--- config.mk ---
export PLATFORM = sky130hd
export DESIGN_NAME = parity_grid_codec
export DESIGN_NICKNAME = d
export VERILOG_FILES = /design/src/rtl/pgrid_pkg.sv /design/src/rtl/pg_parity_gen.sv /design/src/rtl/pg_syndrome.sv /design/src/rtl/pg_corrector.sv /design/src/rtl/parity_grid_codec.sv
export SDC_FILE = /design/constraint.sdc
export NUM_CORES = 1
export LEC_CHECK = 0
export BUFFER_PORTS_ARGS = -buffer_cell sky130_fd_sc_hd__buf_4
export CAP_MARGIN = 10
export CORE_ASPECT_RATIO = 0.7
export CORE_MARGIN = 1.5
export CORE_UTILIZATION = 46
export CTS_BUF_LIST = sky130_fd_sc_hd__clkbuf_8
export DETAILED_ROUTE_END_ITERATION = 10
export PLACE_DENSITY = 0.79
export SYNTH_ARGS = -nofsm -noshare
export SYNTH_HDL_FRONTEND = slang
export SYNTH_SLANG_ARGS = --single-unit
export TNS_END_PERCENT = 100
--- constraint.sdc ---
create_clock -name clk -period 4.75 [get_ports clk]
set_input_delay 0.7125 -clock clk [delete_from_list [all_inputs] [get_ports clk]]
set_output_delay 0.7125 -clock clk [all_outputs]
set_load 0.01 [all_outputs]
--- src/rtl/pgrid_pkg.sv ---
package pgrid_pkg;

    // Outcome of decoding one received codeword
    typedef enum logic [1:0] {
        DS_CLEAN     = 2'd0,
        DS_FIX_DATA  = 2'd1,
        DS_FIX_CHECK = 2'd2,
        DS_UNCORR    = 2'd3
    } dec_state_e;

    // Condensed view of the failing checks
    typedef struct packed {
        logic row_none;
        logic row_one;
        logic col_none;
        logic col_one;
        logic all_bad;
    } fail_sum_t;

    function automatic logic state_is_corrected(dec_state_e s);
        return (s == DS_FIX_DATA) || (s == DS_FIX_CHECK);
    endfunction

    function automatic logic state_is_uncorr(dec_state_e s);
        return s == DS_UNCORR;
    endfunction

endpackage

--- src/rtl/pg_parity_gen.sv ---
module pg_parity_gen #(
    parameter int SIDE = 4,
    localparam int K = SIDE * SIDE
) (
    input  logic [K-1:0]    data,
    output logic [SIDE-1:0] row_par,
    output logic [SIDE-1:0] col_par,
    output logic            all_par
);
    // Rows are contiguous slices of the data word
    for (genvar r = 0; r < SIDE; r++) begin : g_row
        assign row_par[r] = ^data[r*SIDE +: SIDE];
    end

    // Columns gather one bit from each row
    for (genvar c = 0; c < SIDE; c++) begin : g_col
        logic [SIDE-1:0] cbits;
        for (genvar r = 0; r < SIDE; r++) begin : g_pick
            assign cbits[r] = data[r*SIDE + c];
        end
        assign col_par[c] = ^cbits;
    end

    assign all_par = ^data;
endmodule

--- src/rtl/pg_syndrome.sv ---
module pg_syndrome #(
    parameter int SIDE = 4,
    localparam int K = SIDE * SIDE
) (
    input  logic [K-1:0]    rx_data,
    input  logic [SIDE-1:0] rx_row,
    input  logic [SIDE-1:0] rx_col,
    input  logic            rx_all,
    output logic [SIDE-1:0] row_fail,
    output logic [SIDE-1:0] col_fail,
    output logic            all_fail
);
    logic [SIDE-1:0] gen_row;
    logic [SIDE-1:0] gen_col;
    logic            gen_all;

    pg_parity_gen #(.SIDE(SIDE)) u_regen (
        .data    (rx_data),
        .row_par (gen_row),
        .col_par (gen_col),
        .all_par (gen_all)
    );

    assign row_fail = gen_row ^ rx_row;
    assign col_fail = gen_col ^ rx_col;
    // Whole-codeword parity: every received bit must XOR to zero
    assign all_fail = gen_all ^ (^rx_row) ^ (^rx_col) ^ rx_all;
endmodule

--- src/rtl/pg_corrector.sv ---
module pg_corrector
    import pgrid_pkg::*;
#(
    parameter int SIDE = 4,
    localparam int K = SIDE * SIDE
) (
    input  logic [K-1:0]    rx_data,
    input  logic [SIDE-1:0] row_fail,
    input  logic [SIDE-1:0] col_fail,
    input  logic            all_fail,
    output logic [K-1:0]    fixed_data,
    output dec_state_e      state
);
    fail_sum_t       fs;
    logic [K-1:0]    flip_mask;

    assign fs.row_none = (row_fail == '0);
    assign fs.row_one  = $onehot(row_fail);
    assign fs.col_none = (col_fail == '0);
    assign fs.col_one  = $onehot(col_fail);
    assign fs.all_bad  = all_fail;

    // Crossing point of the failing row and failing column
    for (genvar r = 0; r < SIDE; r++) begin : g_mr
        for (genvar c = 0; c < SIDE; c++) begin : g_mc
            assign flip_mask[r*SIDE + c] = row_fail[r] & col_fail[c];
        end
    end

    always_comb begin
        if (fs.row_none && fs.col_none) begin
            state = fs.all_bad ? DS_FIX_CHECK : DS_CLEAN;
        end else if (fs.row_one && fs.col_one && fs.all_bad) begin
            state = DS_FIX_DATA;
        end else if (fs.all_bad &&
                     ((fs.row_one && fs.col_none) || (fs.row_none && fs.col_one))) begin
            state = DS_FIX_CHECK;
        end else begin
            state = DS_UNCORR;
        end
    end

    assign fixed_data = (state == DS_FIX_DATA) ? (rx_data ^ flip_mask) : rx_data;
endmodule

--- src/rtl/parity_grid_codec.sv ---
module parity_grid_codec
    import pgrid_pkg::*;
#(
    parameter int SIDE = 4,
    parameter bit OUT_REG = 1'b1,
    localparam int K = SIDE * SIDE
) (
    input  logic            clk,
    input  logic            rst,
    input  logic [K-1:0]    enc_data,
    output logic [SIDE-1:0] enc_row,
    output logic [SIDE-1:0] enc_col,
    output logic            enc_all,
    input  logic            dec_in_valid,
    input  logic [K-1:0]    dec_data,
    input  logic [SIDE-1:0] dec_row,
    input  logic [SIDE-1:0] dec_col,
    input  logic            dec_all,
    output logic            dec_out_valid,
    output logic [K-1:0]    dec_out_data,
    output logic            dec_corrected,
    output logic            dec_uncorrectable
);
    // ---------------- encoder ----------------
    pg_parity_gen #(.SIDE(SIDE)) u_enc (
        .data    (enc_data),
        .row_par (enc_row),
        .col_par (enc_col),
        .all_par (enc_all)
    );


    enc_all_rows_chk: assert property (@(posedge clk) disable iff (rst)
        enc_all == (^enc_row));

    enc_all_cols_chk: assert property (@(posedge clk) disable iff (rst)
        enc_all == (^enc_col));

    // ---------------- decoder ----------------
    logic [SIDE-1:0] row_fail;
    logic [SIDE-1:0] col_fail;
    logic            all_fail;
    logic [K-1:0]    fixed_data;
    dec_state_e      state;
    logic            corr_c;
    logic            unc_c;

    pg_syndrome #(.SIDE(SIDE)) u_syn (
        .rx_data  (dec_data),
        .rx_row   (dec_row),
        .rx_col   (dec_col),
        .rx_all   (dec_all),
        .row_fail (row_fail),
        .col_fail (col_fail),
        .all_fail (all_fail)
    );

    pg_corrector #(.SIDE(SIDE)) u_cor (
        .rx_data    (dec_data),
        .row_fail   (row_fail),
        .col_fail   (col_fail),
        .all_fail   (all_fail),
        .fixed_data (fixed_data),
        .state      (state)
    );

    assign corr_c = state_is_corrected(state);
    assign unc_c  = state_is_uncorr(state);


    flags_excl_chk: assert property (@(posedge clk) disable iff (rst)
        !(dec_corrected && dec_uncorrectable));

    // ---------------- output stage ----------------
    if (OUT_REG) begin : g_reg
        logic         v_q;
        logic [K-1:0] d_q;
        logic         c_q;
        logic         u_q;

        always_ff @(posedge clk) begin
            if (rst) begin
                v_q <= 1'b0;
                d_q <= '0;
                c_q <= 1'b0;
                u_q <= 1'b0;
            end else begin
                v_q <= dec_in_valid;
                if (dec_in_valid) begin
                    d_q <= fixed_data;
                    c_q <= corr_c;
                    u_q <= unc_c;
                end
            end
        end

        assign dec_out_valid     = v_q;
        assign dec_out_data      = d_q;
        assign dec_corrected     = c_q;
        assign dec_uncorrectable = u_q;


        valid_rise_chk: assert property (@(posedge clk) disable iff (rst)
            dec_in_valid |=> dec_out_valid);

        valid_idle_chk: assert property (@(posedge clk) disable iff (rst)
            !dec_in_valid |=> !dec_out_valid);

        uncorr_keep_chk: assert property (@(posedge clk) disable iff (rst)
            (dec_in_valid && (row_fail != '0) && (col_fail != '0) && !all_fail)
            |=> (dec_uncorrectable && (dec_out_data == $past(dec_data))));

        one_bit_fix_chk: assert property (@(posedge clk) disable iff (rst)
            (dec_in_valid && $onehot(row_fail) && $onehot(col_fail) && all_fail)
            |=> (dec_corrected && ($countones(dec_out_data ^ $past(dec_data)) == 1)));

        clean_pass_chk: assert property (@(posedge clk) disable iff (rst)
            (dec_in_valid && (row_fail == '0) && (col_fail == '0) && !all_fail)
            |=> (!dec_corrected && !dec_uncorrectable && (dec_out_data == $past(dec_data))));
    end else begin : g_comb
        assign dec_out_valid     = dec_in_valid;
        assign dec_out_data      = fixed_data;
        assign dec_corrected     = corr_c;
        assign dec_uncorrectable = unc_c;


        clean_pass_chk: assert property (@(posedge clk) disable iff (rst)
            (dec_in_valid && (row_fail == '0) && (col_fail == '0) && !all_fail)
            |-> (!dec_corrected && !dec_uncorrectable && (dec_out_data == dec_data)));

        one_bit_fix_chk: assert property (@(posedge clk) disable iff (rst)
            (dec_in_valid && $onehot(row_fail) && $onehot(col_fail) && all_fail)
            |-> ($countones(dec_out_data ^ dec_data) == 1));
    end
endmodule

==> results.sh <==
export IMPL_seq_area_frac_synth_pct=20.7
export IMPL_rows=18
export IMPL_drc=0
export IMPL_rsz0062_at_grt="false"
export IMPL_dp_hpwl_um=3800
export IMPL_cts_hold_buf=0
export IMPL_met2_usage_pct=33.7
export IMPL_yosys_register_bits=19
export IMPL_setup_viol=0
export IMPL_drt_wl_total_um=4470
export IMPL_synth_warnings=0
export IMPL_area_delta_synth_final_pct=37.8
export IMPL_die_y_um=55.9
export IMPL_io_buffers=71
export IMPL_ant_nets=0
export IMPL_clkPwrFrac_pct=14.0
export IMPL_timing_setup_tns_ns=0
export IMPL_syn_area_per_cell_um2=9.57
export IMPL_via_count=1584
export IMPL_fin_worst_skew_ns=0
export IMPL_drt_iter0_drc=54
export IMPL_pre_cts_slack_ns=0.166
export IMPL_firstDrtPassIters=4
export IMPL_synth_commonest_cells="xnor2_1, xor2_1, nor2_1"
export IMPL_avgViaCountPerCell=4.97
export IMPL_netlist_instances=192
export IMPL_seq_power_share_pct=22.1
export IMPL_hp_start="dec_out_data[1]"
export IMPL_numCtsBuffers=3
export IMPL_synthTopCellsByArea="dfxtp_1, xnor2_1, xor2_1"
export IMPL_p_leak_nw=1.15
export IMPL_grt_util_met1_pct=29.5
export IMPL_final_layout_size_suffix_gt1_share_pct=33.8
export IMPL_min_path_cells=2
export IMPL_synth_top_area_share_pct=20.7
export IMPL_irDropWorstVdd_mv=0.162
export IMPL_crit_required_ns=4.92
export IMPL_max_freq_mhz=232
export IMPL_synth_flop_cell="dfxtp_1"
export IMPL_yosysMostFrequentCell="xnor2_1"
export IMPL_cts_tree="done"
export IMPL_grt_use_met3_pct=2.79
export IMPL_pwr_density_cell_nw_per_um2=328
export IMPL_track_usage_pct=20.5
export IMPL_end_kind="register"
export IMPL_clkLatencyLatePin_ns=0.26
export IMPL_setup_ws_ns=0.433
export IMPL_power_frac_comb_pct=63.9
export IMPL_synth_edf_count=0
export IMPL_period_share_pct=90.9
export IMPL_grt_busiest_layer="met2"
export IMPL_fp_dieW_um=78.6
export IMPL_r2r_start="dec_out_data[7]"
export IMPL_antenna_cells=0
export IMPL_drv_cap=0
export IMPL_start_kind="input port"
export IMPL_overflow=0
export IMPL_ioPinCount=72
export IMPL_clkTransAtPathRegs_ns=0.08
export IMPL_hold_path_end="dec_out_data[1]"
export IMPL_p_sw_share_pct=38.3
export IMPL_place_gp_congestion=0.931
export IMPL_root_buffer="clkbuf_8"
export IMPL_slew_violations=0
export IMPL_nets=323
export IMPL_core_area_um2=3670
export IMPL_reg2reg_to="dec_out_data[7]"
export IMPL_first_global_vias=1520
export IMPL_netlist_cell_type_count=29
export IMPL_die_area_um2=4390
export IMPL_cts_resized=0
export IMPL_synth_top_area_cell="dfxtp_1"
export IMPL_syn_nets=245
export IMPL_detail_route_wl_per_cell_um=14.0
export IMPL_critPathKind="in -> reg"
export IMPL_async_flop_share_pct=0
export IMPL_start_util_pct=50.1
export IMPL_post_cts_setup_buffers=0
export IMPL_hold_violations=0
export IMPL_p_int_mw=0.513
export IMPL_rr_worst_depth=2
export IMPL_max_slew_margin_pct=69.3
export IMPL_hold_class="reg -> reg"
export IMPL_path_max_fanout=16
export IMPL_grt_pass1_wl_um=7110
export IMPL_arrival_ns=4.48
export IMPL_ff2ff_setup_slack_ns=3.99
export IMPL_cts_sinks=19
export IMPL_clk_path_buf_depth=2
export IMPL_fill_cells=299
export IMPL_min_period_ns=4.32
export IMPL_switchingPower_mw=0.319
export IMPL_htreeDepth=1
export IMPL_tightestPinTransition_ns=0.456
export IMPL_antenna_found_initial=0
export IMPL_synth_area_um2=1840
export IMPL_grt_max_degree=36
export IMPL_outcome="complete, no violations"
-- layer usage --
layer	up-vias	share of wire [%]
li1	807	-
met1	712	48
met2	65	45
met3	0	6.8
met4	0	0
met5	-	0
-- worst max-delay path, cell delays in order --
cell and delay (ns):
buf_4 0.10, xor3_1 0.40, xnor2_1 0.22, inv_2 0.10
ha_1 0.29, ha_1 0.21, fa_1 0.44, or3b_2 0.49
and3_1 0.19, nand3_1 0.09, a221oi_1 0.08, nor3_1 0.26
ha_1 0.24, buf_12 0.14, nand3_1 0.09, xor2_1 0.15
a211oi_1 0.27
-- worst max path at each step --
stage | slack (ns) | to | from | cells after the start
after floorplan | 0.13 | dec_out_data[10] | dec_data[6] | 16
after global placement | 0.22 | dec_out_data[9] | dec_data[6] | 17
after detailed placement | 0.17 | dec_out_data[7] | dec_data[6] | 17
after CTS | 0.42 | dec_out_data[7] | dec_data[6] | 17
after global routing | 0.18 | dec_out_data[9] | dec_data[6] | 17
final | 0.43 | dec_out_data[7] | dec_data[6] | 17
-- cells by family (layout without fill, tap and decap cells) --
| logic type | after synthesis | count (layout) | synth area share, % |
|---|---|---|---|
| flip-flops | 19 | 19 | 20.7 |
| AO/OA/AOI/OAI | 20 | 20 | 8.31 |
| multiplexers | 2 | 2 | 1.09 |
| buffers and inverters | 11 | 88 | 2.25 |
| XOR/XNOR | 78 | 78 | 47.4 |
| AND/OR/NAND/NOR | 53 | 53 | 13.3 |
| adder cells (fa/ha/maj) | 9 | 9 | 6.94 |
-- flip-flops by register name, indices dropped and copies added, names as in the netlist --
name / flops
dec_out_valid: 1
dec_corrected: 1
dec_out_data: 16
dec_uncorrectable: 1
-- stage by stage --
stage          power [mW]  utilization [%]  hold WS, ns  cells  area [um^2]
6_report            0.832             69.0        0.488    319         2530
5_1_grt             0.888             69.0        0.506    319         2530
4_1_cts             0.834             69.0        0.492    319         2530
3_5_place_dp        0.718             67.8        0.482    315         2490
3_3_place_gp        0.708             67.8        0.476    315         2490
2_1_floorplan       0.522                -        0.505    192         1840
-- cell usage in the layout, fill, tap and decap left out, types with 2 or more instances in the layout --
cell / instances
buf_4: 79
xnor2_1: 35
xor2_1: 30
nor2_1: 24
nand3_1: 20
dfxtp_1: 19
a211oi_1: 17
ha_1: 7
xor3_1: 5
xnor3_1: 4
clkbuf_8: 3
xnor3_4: 2
inv_2: 2
inv_1: 2
nand2_1: 2
mux2i_1: 2
fa_1: 2
-- layout make-up --
cell class,instances,area (um^2),area share (%)
Inverter,4,15.0,0.593
Sequential cell,19,380,15.0
Multi-Input combinational cell,162,1420,55.9
Clock inverter,1,5.00,0.198
Clock buffer,3,41.3,1.63
Timing Repair Buffer,80,613,24.2
Tap cell,50,62.6,2.47
-- power by group through the flow --
stage                     registers, mW  logic [mW]  clock network [mW]
after floorplan                   0.193       0.328                   0
after detailed placement          0.187       0.531                   0
final                             0.184       0.532               0.117
after CTS                         0.183       0.534               0.117
after global routing              0.185       0.579               0.123
after global placement            0.186       0.522                   0
Power figures use the tool's default switching activity.
